<file path="config.mk">
export PLATFORM = sky130hd
export DESIGN_NAME = dual_timer8
export DESIGN_NICKNAME = d
export VERILOG_FILES = /design/src/rtl/dtmr_pkg.sv /design/src/rtl/dtmr_edge.sv /design/src/rtl/dtmr_cmp.sv /design/src/rtl/dual_timer8.sv
export SDC_FILE = /design/constraint.sdc
export NUM_CORES = 1
export LEC_CHECK = 0
export ABC_AREA = 1
export BUFFER_PORTS_ARGS = -buffer_cell sky130_fd_sc_hd__buf_4
export CAP_MARGIN = 20
export CORE_ASPECT_RATIO = 1.5
export CORE_MARGIN = 3
export CORE_UTILIZATION = 60
export CTS_CLUSTER_DIAMETER = 80
export DETAILED_ROUTE_END_ITERATION = 8
export PLACE_DENSITY_LB_ADDON = 0.25
export SLEW_MARGIN = 30
export SYNTH_ARGS = -nofsm -noshare
export SYNTH_HDL_FRONTEND = slang
export SYNTH_SLANG_ARGS = --single-unit
</file>
<file path="constraint.sdc">
create_clock -name clk -period 1.6 [get_ports clk]
set_input_delay 0 -clock clk [delete_from_list [all_inputs] [get_ports clk]]
set_output_delay 0 -clock clk [all_outputs]
set_load 0.005 [all_outputs]
</file>
<file path="src/rtl/dtmr_pkg.sv">
package dtmr_pkg;

    localparam int ADDR_W = 3;

    localparam logic [1:0] SLOT_CTRL = 2'd0;
    localparam logic [1:0] SLOT_PER  = 2'd1;
    localparam logic [1:0] SLOT_CNT  = 2'd2;
    localparam logic [ADDR_W-1:0] ADDR_PAIR = 3'd3;

    typedef struct packed {
        logic [1:0] edge_sel;
        logic       oneshot;
        logic       run;
    } chan_cfg_t;

endpackage

</file>
<file path="src/rtl/dtmr_edge.sv">
module dtmr_edge #(
    parameter int SYNC_STAGES = 2
) (
    input  logic       clk,
    input  logic       rst_n,
    input  logic       sig_in,
    input  logic [1:0] sel,
    output logic       hit
);
    logic [SYNC_STAGES-1:0] sync_d, sync_q;
    logic                   prev_d, prev_q;
    logic                   cur;

    always_comb begin
        sync_d = {sync_q[SYNC_STAGES-2:0], sig_in};
        prev_d = sync_q[SYNC_STAGES-1];
        cur    = sync_q[SYNC_STAGES-1];
        hit    = (sel[0] & cur & ~prev_q) | (sel[1] & ~cur & prev_q);
    end

    always_ff @(posedge clk or negedge rst_n) begin
        if (!rst_n) begin
            sync_q <= '0;
            prev_q <= 1'b0;
        end else begin
            sync_q <= sync_d;
            prev_q <= prev_d;
        end
    end
endmodule

</file>
<file path="src/rtl/dtmr_cmp.sv">
module dtmr_cmp #(
    parameter int W = 8
) (
    input  logic [W-1:0] cnt,
    input  logic [W-1:0] per,
    output logic         eq,
    output logic         all_ones,
    output logic [W-1:0] inc
);
    always_comb begin
        eq       = (cnt == per);
        all_ones = &cnt;
        inc      = cnt + 1'b1;
    end
endmodule

</file>
<file path="src/rtl/dual_timer8.sv">
module dual_timer8
    import dtmr_pkg::*;
#(
    parameter int W           = 8,
    parameter int SYNC_STAGES = 2
) (
    input  logic              clk,
    input  logic              rst_n,
    input  logic              tick_en,
    input  logic              reg_we,
    input  logic [ADDR_W-1:0] reg_addr,
    input  logic [W-1:0]      reg_wdata,
    output logic [W-1:0]      reg_rdata,
    input  logic [1:0]        trig_in,
    output logic [1:0]        irq,
    output logic [1:0]        tmr_out
);
    localparam int NCH = 2;
    localparam int CFG_W = $bits(chan_cfg_t);

    typedef struct packed {
        logic [NCH-1:0][W-1:0] cnt;
        logic [NCH-1:0][W-1:0] per;
        chan_cfg_t [NCH-1:0]   cfg;
        logic                  fused;
        logic [NCH-1:0]        irq;
        logic [NCH-1:0]        tout;
    } state_t;

    state_t st_d, st_q;

    logic [NCH-1:0]        hit, eq, all_ones;
    logic [NCH-1:0][W-1:0] inc;

    for (genvar gi = 0; gi < NCH; gi++) begin : g_chan
        dtmr_edge #(.SYNC_STAGES(SYNC_STAGES)) i_edge (
            .clk    (clk),
            .rst_n  (rst_n),
            .sig_in (trig_in[gi]),
            .sel    (st_q.cfg[gi].edge_sel),
            .hit    (hit[gi])
        );
        dtmr_cmp #(.W(W)) i_cmp (
            .cnt      (st_q.cnt[gi]),
            .per      (st_q.per[gi]),
            .eq       (eq[gi]),
            .all_ones (all_ones[gi]),
            .inc      (inc[gi])
        );
    end

    always_comb begin
        st_d     = st_q;
        st_d.irq = '0;

        // counting
        if (!st_q.fused) begin
            for (int i = 0; i < NCH; i++) begin
                if (st_q.cfg[i].run && tick_en) begin
                    if (eq[i]) begin
                        st_d.cnt[i]  = '0;
                        st_d.irq[i]  = 1'b1;
                        st_d.tout[i] = ~st_q.tout[i];
                        if (st_q.cfg[i].oneshot) st_d.cfg[i].run = 1'b0;
                    end else begin
                        st_d.cnt[i] = inc[i];
                    end
                end
            end
        end else if (st_q.cfg[0].run && tick_en) begin
            if (eq[0] && eq[1]) begin
                st_d.cnt     = '0;
                st_d.irq[0]  = 1'b1;
                st_d.tout[0] = ~st_q.tout[0];
                if (st_q.cfg[0].oneshot) st_d.cfg[0].run = 1'b0;
            end else begin
                st_d.cnt[0] = inc[0];
                if (all_ones[0]) st_d.cnt[1] = inc[1];
            end
        end

        // trigger edges toggle the run flag
        for (int i = 0; i < NCH; i++) begin
            if (hit[i]) st_d.cfg[i].run = ~st_q.cfg[i].run;
        end

        // software writes take priority
        if (reg_we) begin
            if (reg_addr == ADDR_PAIR) begin
                st_d.fused = reg_wdata[0];
            end else begin
                case (reg_addr[1:0])
                    SLOT_CTRL: st_d.cfg[reg_addr[2]] = chan_cfg_t'(reg_wdata[CFG_W-1:0]);
                    SLOT_PER:  st_d.per[reg_addr[2]] = reg_wdata;
                    SLOT_CNT:  st_d.cnt[reg_addr[2]] = '0;
                    default:   ;
                endcase
            end
        end
    end

    always_ff @(posedge clk or negedge rst_n) begin
        if (!rst_n) st_q <= '0;
        else        st_q <= st_d;
    end

    always_comb begin
        reg_rdata = '0;
        if (reg_addr == ADDR_PAIR) begin
            reg_rdata[0] = st_q.fused;
        end else begin
            case (reg_addr[1:0])
                SLOT_CTRL: reg_rdata[CFG_W-1:0] = st_q.cfg[reg_addr[2]];
                SLOT_PER:  reg_rdata = st_q.per[reg_addr[2]];
                SLOT_CNT:  reg_rdata = st_q.cnt[reg_addr[2]];
                default:   reg_rdata = '0;
            endcase
        end
        irq     = st_q.irq;
        tmr_out = st_q.tout;
    end

    for (genvar ai = 0; ai < NCH; ai++) begin : g_ast
        AST_IRQ_TOGGLES_OUT: assert property (@(posedge clk) disable iff (!rst_n)
            st_q.irq[ai] |-> (st_q.tout[ai] != $past(st_q.tout[ai])));
    end

    AST_ONESHOT_STOPS: assert property (@(posedge clk) disable iff (!rst_n)
        (st_q.irq[0] && st_q.cfg[0].oneshot && !$past(reg_we) && !$past(hit[0]))
            |-> !st_q.cfg[0].run);

    AST_STOPPED_HOLDS: assert property (@(posedge clk) disable iff (!rst_n)
        (!$past(st_q.cfg[0].run) && !$past(reg_we)) |-> $stable(st_q.cnt[0]));

    AST_TICK_GATED: assert property (@(posedge clk) disable iff (!rst_n)
        (!$past(tick_en) && !$past(reg_we)) |-> $stable(st_q.cnt[0]));

    AST_FUSED_HIGH_QUIET: assert property (@(posedge clk) disable iff (!rst_n)
        (st_q.fused && $past(st_q.fused)) |-> !st_q.irq[1]);

endmodule

</file>
==> impl_metrics.csv, run 1 <==
group,metric,value,unit
sta,whs,0.0160,ns
finish,drive_gt1_share,24.1,%
synthesis,synth_nets,493,
worst_setup_path,cp.arrival,1.81,ns
sta,finalWorstSetupSlack,-0.00628,ns
routing,drtAntennaViolNets,0,
floorplanning,ios,29,
synthesis,yosys_register_bits,51,
clock_network,cts_buffer_depth,2,
run_status,violations,"setup timing",
grt,antenna_found_initial,0,
routing,vias_per_cell,5.57,
worst_setup_path,crit_slowest_cell,"dfrtp_1",
worst_setup_path,criticalPathCategory,"reg -> reg",
power_and_ir_drop,p_leak,2.12,nW
routing,drt_iter0_drc,253,
synthesis,synth-simple-area-share,31.4,%
synthesis,synth_top_area_share,38.2,%
synthesis,ys.flop_type,"dfrtp_1",
synthesis,synth.distinct_cells,37,
min_path,whs_path_depth,3,
routing,drc,0,
sta,worst_pin_slew,0.674,ns
grt,grt_pass1_vias,3176,
sta,fin_crit_sh,100,%
clock_network,clk_latency,0.31,ns
worst_setup_path,worstReg2RegStart,"st_q[29]$_DFF_PN0_",
sta,rsz0062_at_grt,"true",
routing,wire_per_inst,15.1,um
clock_network,cts_htree_levels,2,
sta,tns,-0.0121,ns
placement,dp_cells,563,
worst_setup_path,crit_family,"simple AND/OR/NAND/NOR gates",
sta,setup_viol,2,
worst_setup_path,max_stage_delay,0.43,ns
synthesis,synthAdderAreaFrac,2.62,%
routing,via_count,3297,
placement,place_hpwl,6.22,mm
power_and_ir_drop,peakVddDrop,0.746,mV
power_and_ir_drop,total_power,4.68,mW
worst_setup_path,path_cells,"buf_6 > nand2_1 > nand2_1 > nor2_1 > nand2_1 > nor2_4 > nand3_4 > nand4_1 > inv_1",
finish,layoutNonFillerInstCount,592,
clock_network,clk_pin_slew,0.10,ns
clock_network,cts_tree,"built",
placement,port_buffers,28,
synthesis,synth-async-reset-ratio,100,%
synthesis,ys_warn_count,0,
clock_network,clock-root-buffer,"clkbuf_8",
sta,max_freq,623,MHz
floorplanning,row_count,32,
worst_setup_path,path_common_cell,"nand2_1",
synthesis,synth-edff-count,0,
synthesis,synth_mux_area_share,0,%
worst_setup_path,crit_buf_inv,2,
sta,slew_violations,0,
routing,wl,8.94,mm
floorplanning,initial_utilization,63.7,%
run_status,outcome,"finished with violations",
flow_run,cap_viol_max_count,0,
worst_setup_path,critical_path_depth,9,
floorplanning,die_y,97.4,um
finish,final_common_cell,"nand2_1",
sta,finalHoldViolCount,0,
sta,skew,0.00940,ns
placement,pre_cts_ws,0.0154,ns
placement,postPlaceCellArea,3630,sq um
synthesis,netlist_top_cells_area,"dfrtp_1 38%, nand2_1 16%, inv_1 6.7%, o21ai_0 4.2%, a21oi_1 3.4%",
synthesis,synthCells,469,
synthesis,synth-compound-area-share,13.8,%
worst_setup_path,rr_worst_depth,9,
synthesis,synth_top_family_by_area,"simple AND/OR/NAND/NOR gates",
floorplanning,die_w,66.9,um
grt,grt_overflow,0,
placement,gp_congestion,0.970,
finish,layout_common_cells,"141 x nand2_1, 58 x inv_1, 47 x dfrtp_1",
worst_setup_path,worstPathRequired,1.81,ns
floorplanning,die_area,6520,sq um
grt,grt_pass1_wl,14.3,mm
synthesis,postSynthAreaPerCell,7.13,sq um
sta,slew_headroom,55.1,%
grt,gr-usage-all-layers,28.5,%
worst_setup_path,start_kind,"register",
worst_setup_path,endpoint_kind,"register",
worst_setup_path,r2r_slack,-0.006,ns
routing,dr.pass1.iters,5,
finish,fin_area,4040,sq um
synthesis,yosysSeqAreaShare,38.2,%
min_path,min_from,"reg_wdata[2]",
clock_network,numClockSinks,51,
worst_setup_path,r2r-end,"st_q[32]$_DFF_PN0_",
synthesis,yosysTopAreaCell,"dfrtp_1",
finish,n_fill_cell,386,
finish,syn_to_final_growth,20.9,%
sta,min_period,1.61,ns
power_and_ir_drop,power.density,1160,nW/um^2
grt,grt_max_degree,52,
finish,final_nets,546,
finish,final_util,77.1,%
worst_setup_path,cp_max_fo,8,
clock_network,cts_buffers,5,
min_path,hp-class,"in -> reg",
synthesis,synth_xor_xnor_area_share,2.32,%
synthesis,syn_area,3340,sq um
floorplanning,core_area,5250,sq um
synth_stat cells, types with 2 or more instances:
master and count:
nand2_1 146, inv_1 60, dfrtp_1 51, nor2_1 28
o21ai_0 28, a21oi_1 23, nand3_1 21, o21ai_1 21
inv_2 16, nand4_1 8, ha_1 7, xor2_1 7
buf_4 6, a221oi_1 5, nand2_2 4, nand2_4 4
nor2_4 4, buf_2 3, nor3_1 3, a22oi_1 2
clkbuf_1 2, nand3_2 2, nand3_4 2, nor2_2 2
o22ai_1 2
metal layers:
metal | GRT usage, % | part of all wire, % | up-vias
met4 | 12.7 | 3.1 | 0
met3 | 4.05 | 5.2 | 23
met1 | 34.9 | 39 | 1556
li1 | - | - | 1592
met5 | 0 | 0 | -
met2 | 48.3 | 52 | 126
worst max-delay path by stage:
stage / startpoint / to
3_3_place_gp: st_q[38]$_DFF_PN0_ / tmr_out[0]$_DFFE_PN0P_
2_1_floorplan: st_q[29]$_DFF_PN0_ / st_q[39]$_DFF_PN0_
6_report: st_q[29]$_DFF_PN0_ / st_q[32]$_DFF_PN0_
4_1_cts: st_q[29]$_DFF_PN0_ / st_q[37]$_DFF_PN0_
5_1_grt: st_q[29]$_DFF_PN0_ / st_q[32]$_DFF_PN0_
3_5_place_dp: st_q[38]$_DFF_PN0_ / st_q[34]$_DFF_PN0_
cells by family after synthesis:
group | after synthesis
simple gates | 227
buf+inv | 92
compound gates | 84
flops | 51
xor+xnor | 8
fa+ha+maj | 7
final cells by class:
| type | instances | area (sq um) | area share, % |
|---|---|---|---|
| sequential | 51 | 1280 | 31.7 |
| tap | 68 | 85.1 | 2.11 |
| inverter | 79 | 303 | 7.49 |
| multi-input combinational | 327 | 1800 | 44.6 |
| clock buffer | 6 | 82.6 | 2.04 |
| clock inverter | 2 | 13.8 | 0.341 |
| timing repair buffer | 58 | 470 | 11.6 |
| antenna | 1 | 2.50 | 0.0619 |
where the power goes:
| group | switching, mW | internal (mW) |
|---|---|---|
| clock network | 0.442 | 0.354 |
| registers | 0.346 | 1.58 |
| logic | 1.14 | 0.812 |
| total | 1.93 | 2.75 |
worst register-to-register path, cell delays in order (launching register included):
cell	delay [ns]
dfrtp_1	0.43
buf_6	0.15
nand2_1	0.07
nand2_1	0.05
nor2_1	0.12
nand2_1	0.09
nor2_4	0.22
nand3_4	0.19
nand4_1	0.14
inv_1	0.05
repair_timing:
action | in CTS | in global routing
cloned | 0 | 1
gates resized for setup | 1 | 37
buffers inserted | 0 | 8
hold buffers | 11 | 0
endpoints found under the hold margin | 66 | 0
setup endpoints to repair | 2 | 21
pin swaps | 0 | 12
Power figures use the tool's default switching activity.
==> inputs of run 2 (changes only) <==
--- a/config.mk
+++ b/config.mk
@@ -5,15 +5,14 @@
 export SDC_FILE = /design/constraint.sdc
 export NUM_CORES = 1
 export LEC_CHECK = 0
-export ABC_AREA = 1
 export BUFFER_PORTS_ARGS = -buffer_cell sky130_fd_sc_hd__buf_4
 export CAP_MARGIN = 20
 export CORE_ASPECT_RATIO = 1.5
 export CORE_MARGIN = 3
-export CORE_UTILIZATION = 60
+export CORE_UTILIZATION = 59
 export CTS_CLUSTER_DIAMETER = 80
 export DETAILED_ROUTE_END_ITERATION = 8
-export PLACE_DENSITY_LB_ADDON = 0.25
+export PLACE_DENSITY = 0.81
 export SLEW_MARGIN = 30
 export SYNTH_ARGS = -nofsm -noshare
 export SYNTH_HDL_FRONTEND = slang
==> run 2 against run 1 <==
Effect of this change:
- clock skew is 0.0048 ns higher
- final cell count shrank 18%
- maximum frequency decreased by 21%
- critical path depth down 3
- combinational power grew 39%
- the run still ends with setup timing left
==> impl_metrics.csv, run 2 <==
group,metric,value,unit
power_and_ir_drop,p_int,3.50,mW
clock_network,cts_htree_levels,2,
placement,dp_cells,435,
grt,gr-usage-all-layers,36.8,%
sta,rsz0062_at_grt,"true",
finish,syn_to_final_growth,49.9,%
finish,antenna_cells,0,
sta,finalHoldViolCount,0,
routing,wire_per_inst,27.9,um
power_and_ir_drop,power.density,1260,nW/um^2
worst_setup_path,worstPathRequired,1.83,ns
routing,vias_per_cell,7.05,
floorplanning,initial_utilization,61.8,%
grt,grt_overflow,0,
clock_network,clk_pin_slew,0.10,ns
sta,skew,0.0142,ns
finish,layout_common_cells,"99 x buf_4, 41 x dfrtp_1, 30 x mux2_2",
worst_setup_path,endpoint_kind,"register",
worst_setup_path,path_cells,"buf_4 > and3_4 > and3_4 > nand2_1 > or4_4 > a311oi_2",
worst_setup_path,max_stage_delay,0.53,ns
synthesis,netlist_top_cells_area,"dfrtp_1 42%, mux2_2 12%, xnor2_1 4.9%, nand2_1 3.9%, nor2_1 3.0%",
worst_setup_path,start_kind,"register",
placement,gp_congestion,0.893,
min_path,whs_path_depth,3,
synthesis,post-synth-top-count-cell,"dfrtp_1",
power_and_ir_drop,p_sw,2.25,mW
worst_setup_path,path_common_cell,"and3_4",
clock_network,numClockSinks,51,
finish,final_common_cell,"buf_4",
worst_setup_path,cp_max_fo,3,
clock_network,clk_latency,0.34,ns
synthesis,yosysTopAreaCell,"dfrtp_1",
synthesis,synthTopCellsByCount,"51 x dfrtp_1, 33 x mux2_2, 32 x nand2_1, 24 x nor2_1, 17 x xnor2_1",
synthesis,synthCells,301,
floorplanning,die_y,94.0,um
power_and_ir_drop,total_power,5.75,mW
worst_setup_path,r2r-end,"st_q[44]$_DFF_PN0_",
synthesis,ys.flop_type,"dfrtp_1",
floorplanning,row_count,31,
sta,fin_crit_sh,128,%
clock_network,cts_buffer_depth,2,
worst_setup_path,criticalPathCategory,"reg -> reg",
synthesis,synth_top_area_share,41.9,%
worst_setup_path,worstReg2RegStart,"st_q[41]$_DFF_PN0_",
floorplanning,core_area,4930,sq um
sta,finalWorstSetupSlack,-0.442,ns
power_and_ir_drop,swShare,39.1,%
power_and_ir_drop,pwr-share-clk,17.4,%
grt,grt_pass1_vias,3289,
sta,setup_viol,29,
power_and_ir_drop,peakVddDrop,0.944,mV
routing,via_count,3403,
synthesis,yosys_register_bits,51,
power_and_ir_drop,seqPwrFrac,35.2,%
floorplanning,die_area,6080,sq um
sta,min_period,2.04,ns
worst_setup_path,rr_worst_depth,6,
grt,grt_pass1_wl,16.5,mm
synthesis,ys_warn_count,0,
clock_network,cts_buffers,5,
sta,max_freq,490,MHz
routing,drc,0,
worst_setup_path,crit_family,"simple AND/OR/NAND/NOR gates",
run_status,outcome,"finished with violations",
worst_setup_path,crit_buf_inv,1,
floorplanning,die_w,64.7,um
worst_setup_path,cp.arrival,2.27,ns
grt,grt_max_degree,52,
sta,slew_headroom,55.6,%
clock_network,clock-root-buffer,"clkbuf_8",
worst_setup_path,crit_slowest_cell,"or4_4",
synthesis,syn_area,3050,sq um
synthesis,synth-async-reset-ratio,100,%
synthesis,synth-edff-count,0,
min_path,min_from,"reg_we",
routing,drt_iter0_drc,497,
synthesis,postSynthAreaPerCell,10.1,sq um
routing,wl,13.5,mm
routing,drtAntennaViolNets,0,
finish,final_nets,440,
sta,slew_violations,0,
power_and_ir_drop,p_leak,2.03,nW
finish,drive_gt1_share,56.1,%
synthesis,yosysSeqAreaShare,41.9,%
min_path,holdPathEnd,"st_q[4]$_DFFE_PN0P_",
finish,layoutNonFillerInstCount,483,
clock_network,cts_tree,"built",
power_and_ir_drop,combPwrFrac,47.4,%
grt,antenna_found_initial,0,
synthesis,synth_nets,325,
synthesis,synth.distinct_cells,48,
run_status,violations,"setup timing",
floorplanning,ios,29,
placement,port_buffers,28,
flow_run,cap_viol_max_count,0,
routing,dr.pass1.iters,6,
worst_setup_path,r2r_slack,-0.44,ns
placement,place_hpwl,6.26,mm
min_path,hp-class,"in -> reg",
sta,worst_pin_slew,0.667,ns
## run 2: cell count changes in the layout (fill, tap and decap cells not counted), sizes merged, moves of 15 or more
cell	before	now
nand2	154	32
inv	78	5
buf	47	114
o21ai	49	13
mux2	0	33
xnor2	1	19
a21oi	23	8
## run 2: cells by family (layout without fill, tap and decap cells)
group | Yosys count | after routing | synth area share (%)
flip-flops | 51 | 51 | 41.9
AND/OR/NAND/NOR | 108 | 109 | 18.9
AO/OA/AOI/OAI | 53 | 53 | 12.0
adder cells (fa/ha/maj) | 7 | 7 | 2.87
XOR/XNOR | 26 | 26 | 7.97
buffers and inverters | 22 | 137 | 3.90
multiplexers | 34 | 34 | 12.5
## run 2: tightest hold or removal path: stages
cell and delay [ns]:
buf_4 0.14, nand3b_1 0.09, o21ai_0 0.09
## run 2: how the worst max path moves through the flow
stage / to / start / slack, ns / cells past startpoint
2_1_floorplan: st_q[43]$_DFF_PN0_ / st_q[38]$_DFF_PN0_ / -0.06 / 6
3_3_place_gp: st_q[43]$_DFF_PN0_ / st_q[41]$_DFF_PN0_ / -0.28 / 6
5_1_grt: st_q[44]$_DFF_PN0_ / st_q[41]$_DFF_PN0_ / -0.46 / 6
4_1_cts: st_q[44]$_DFF_PN0_ / st_q[40]$_DFF_PN0_ / -0.26 / 8
6_report: st_q[44]$_DFF_PN0_ / st_q[41]$_DFF_PN0_ / -0.44 / 6
3_5_place_dp: st_q[43]$_DFF_PN0_ / st_q[41]$_DFF_PN0_ / -0.28 / 6
## run 2: layout make-up
class | instances | area, sq um
Timing Repair Buffer | 125 | 1030
Clock buffer | 6 | 82.6
Fill cell | 159 | 359
Tap cell | 66 | 82.6
Sequential cell | 51 | 1290
Inverter | 4 | 15.0
Clock inverter | 2 | 38.8
Multi-Input combinational cell | 229 | 2030
## run 2: timing repair
item,in CTS,in global routing
pin swaps,36,35
gates cloned,1,0
buffers inserted,19,12
gates resized for setup,36,57
endpoints found under the setup margin,23,29
hold buffers,11,0
hold endpoints to repair,75,0
## run 2: power by group through the flow
stage,clock network (mW),registers (mW),logic [mW]
floorplan,0,1.84,1.08
global placement,0,1.89,1.74
detailed placement,0,1.91,1.82
CTS,0.974,1.92,2.10
global route,1.04,2.03,2.78
finish,1.00,2.02,2.72
## run 2: per-layer routing
layer / up-vias / part of all wire (%) / track usage [%]
met4: 0 / 11 / 29.6
met5: - / 0 / 0
met1: 1627 / 31 / 38.6
met3: 147 / 11 / 8.38
li1: 1305 / - / -
met2: 324 / 47 / 62.2
## run 2: metrics by stage
step / TNS [ns] / hold slack [ns] / cell area (sq um) / worst slack [ns] / utilization [%]
floorplan: -0.176 / -0.296 / 3090 / -0.0554 / -
global placement: -3.10 / 0.0699 / 3720 / -0.285 / 75.5
detailed placement: -3.21 / 0.0713 / 3720 / -0.278 / 75.5
CTS: -2.60 / 0.0265 / 4240 / -0.259 / 86.0
global route: -7.59 / 0.0392 / 4570 / -0.459 / 92.7
finish: -6.68 / 0.0256 / 4570 / -0.442 / 92.7
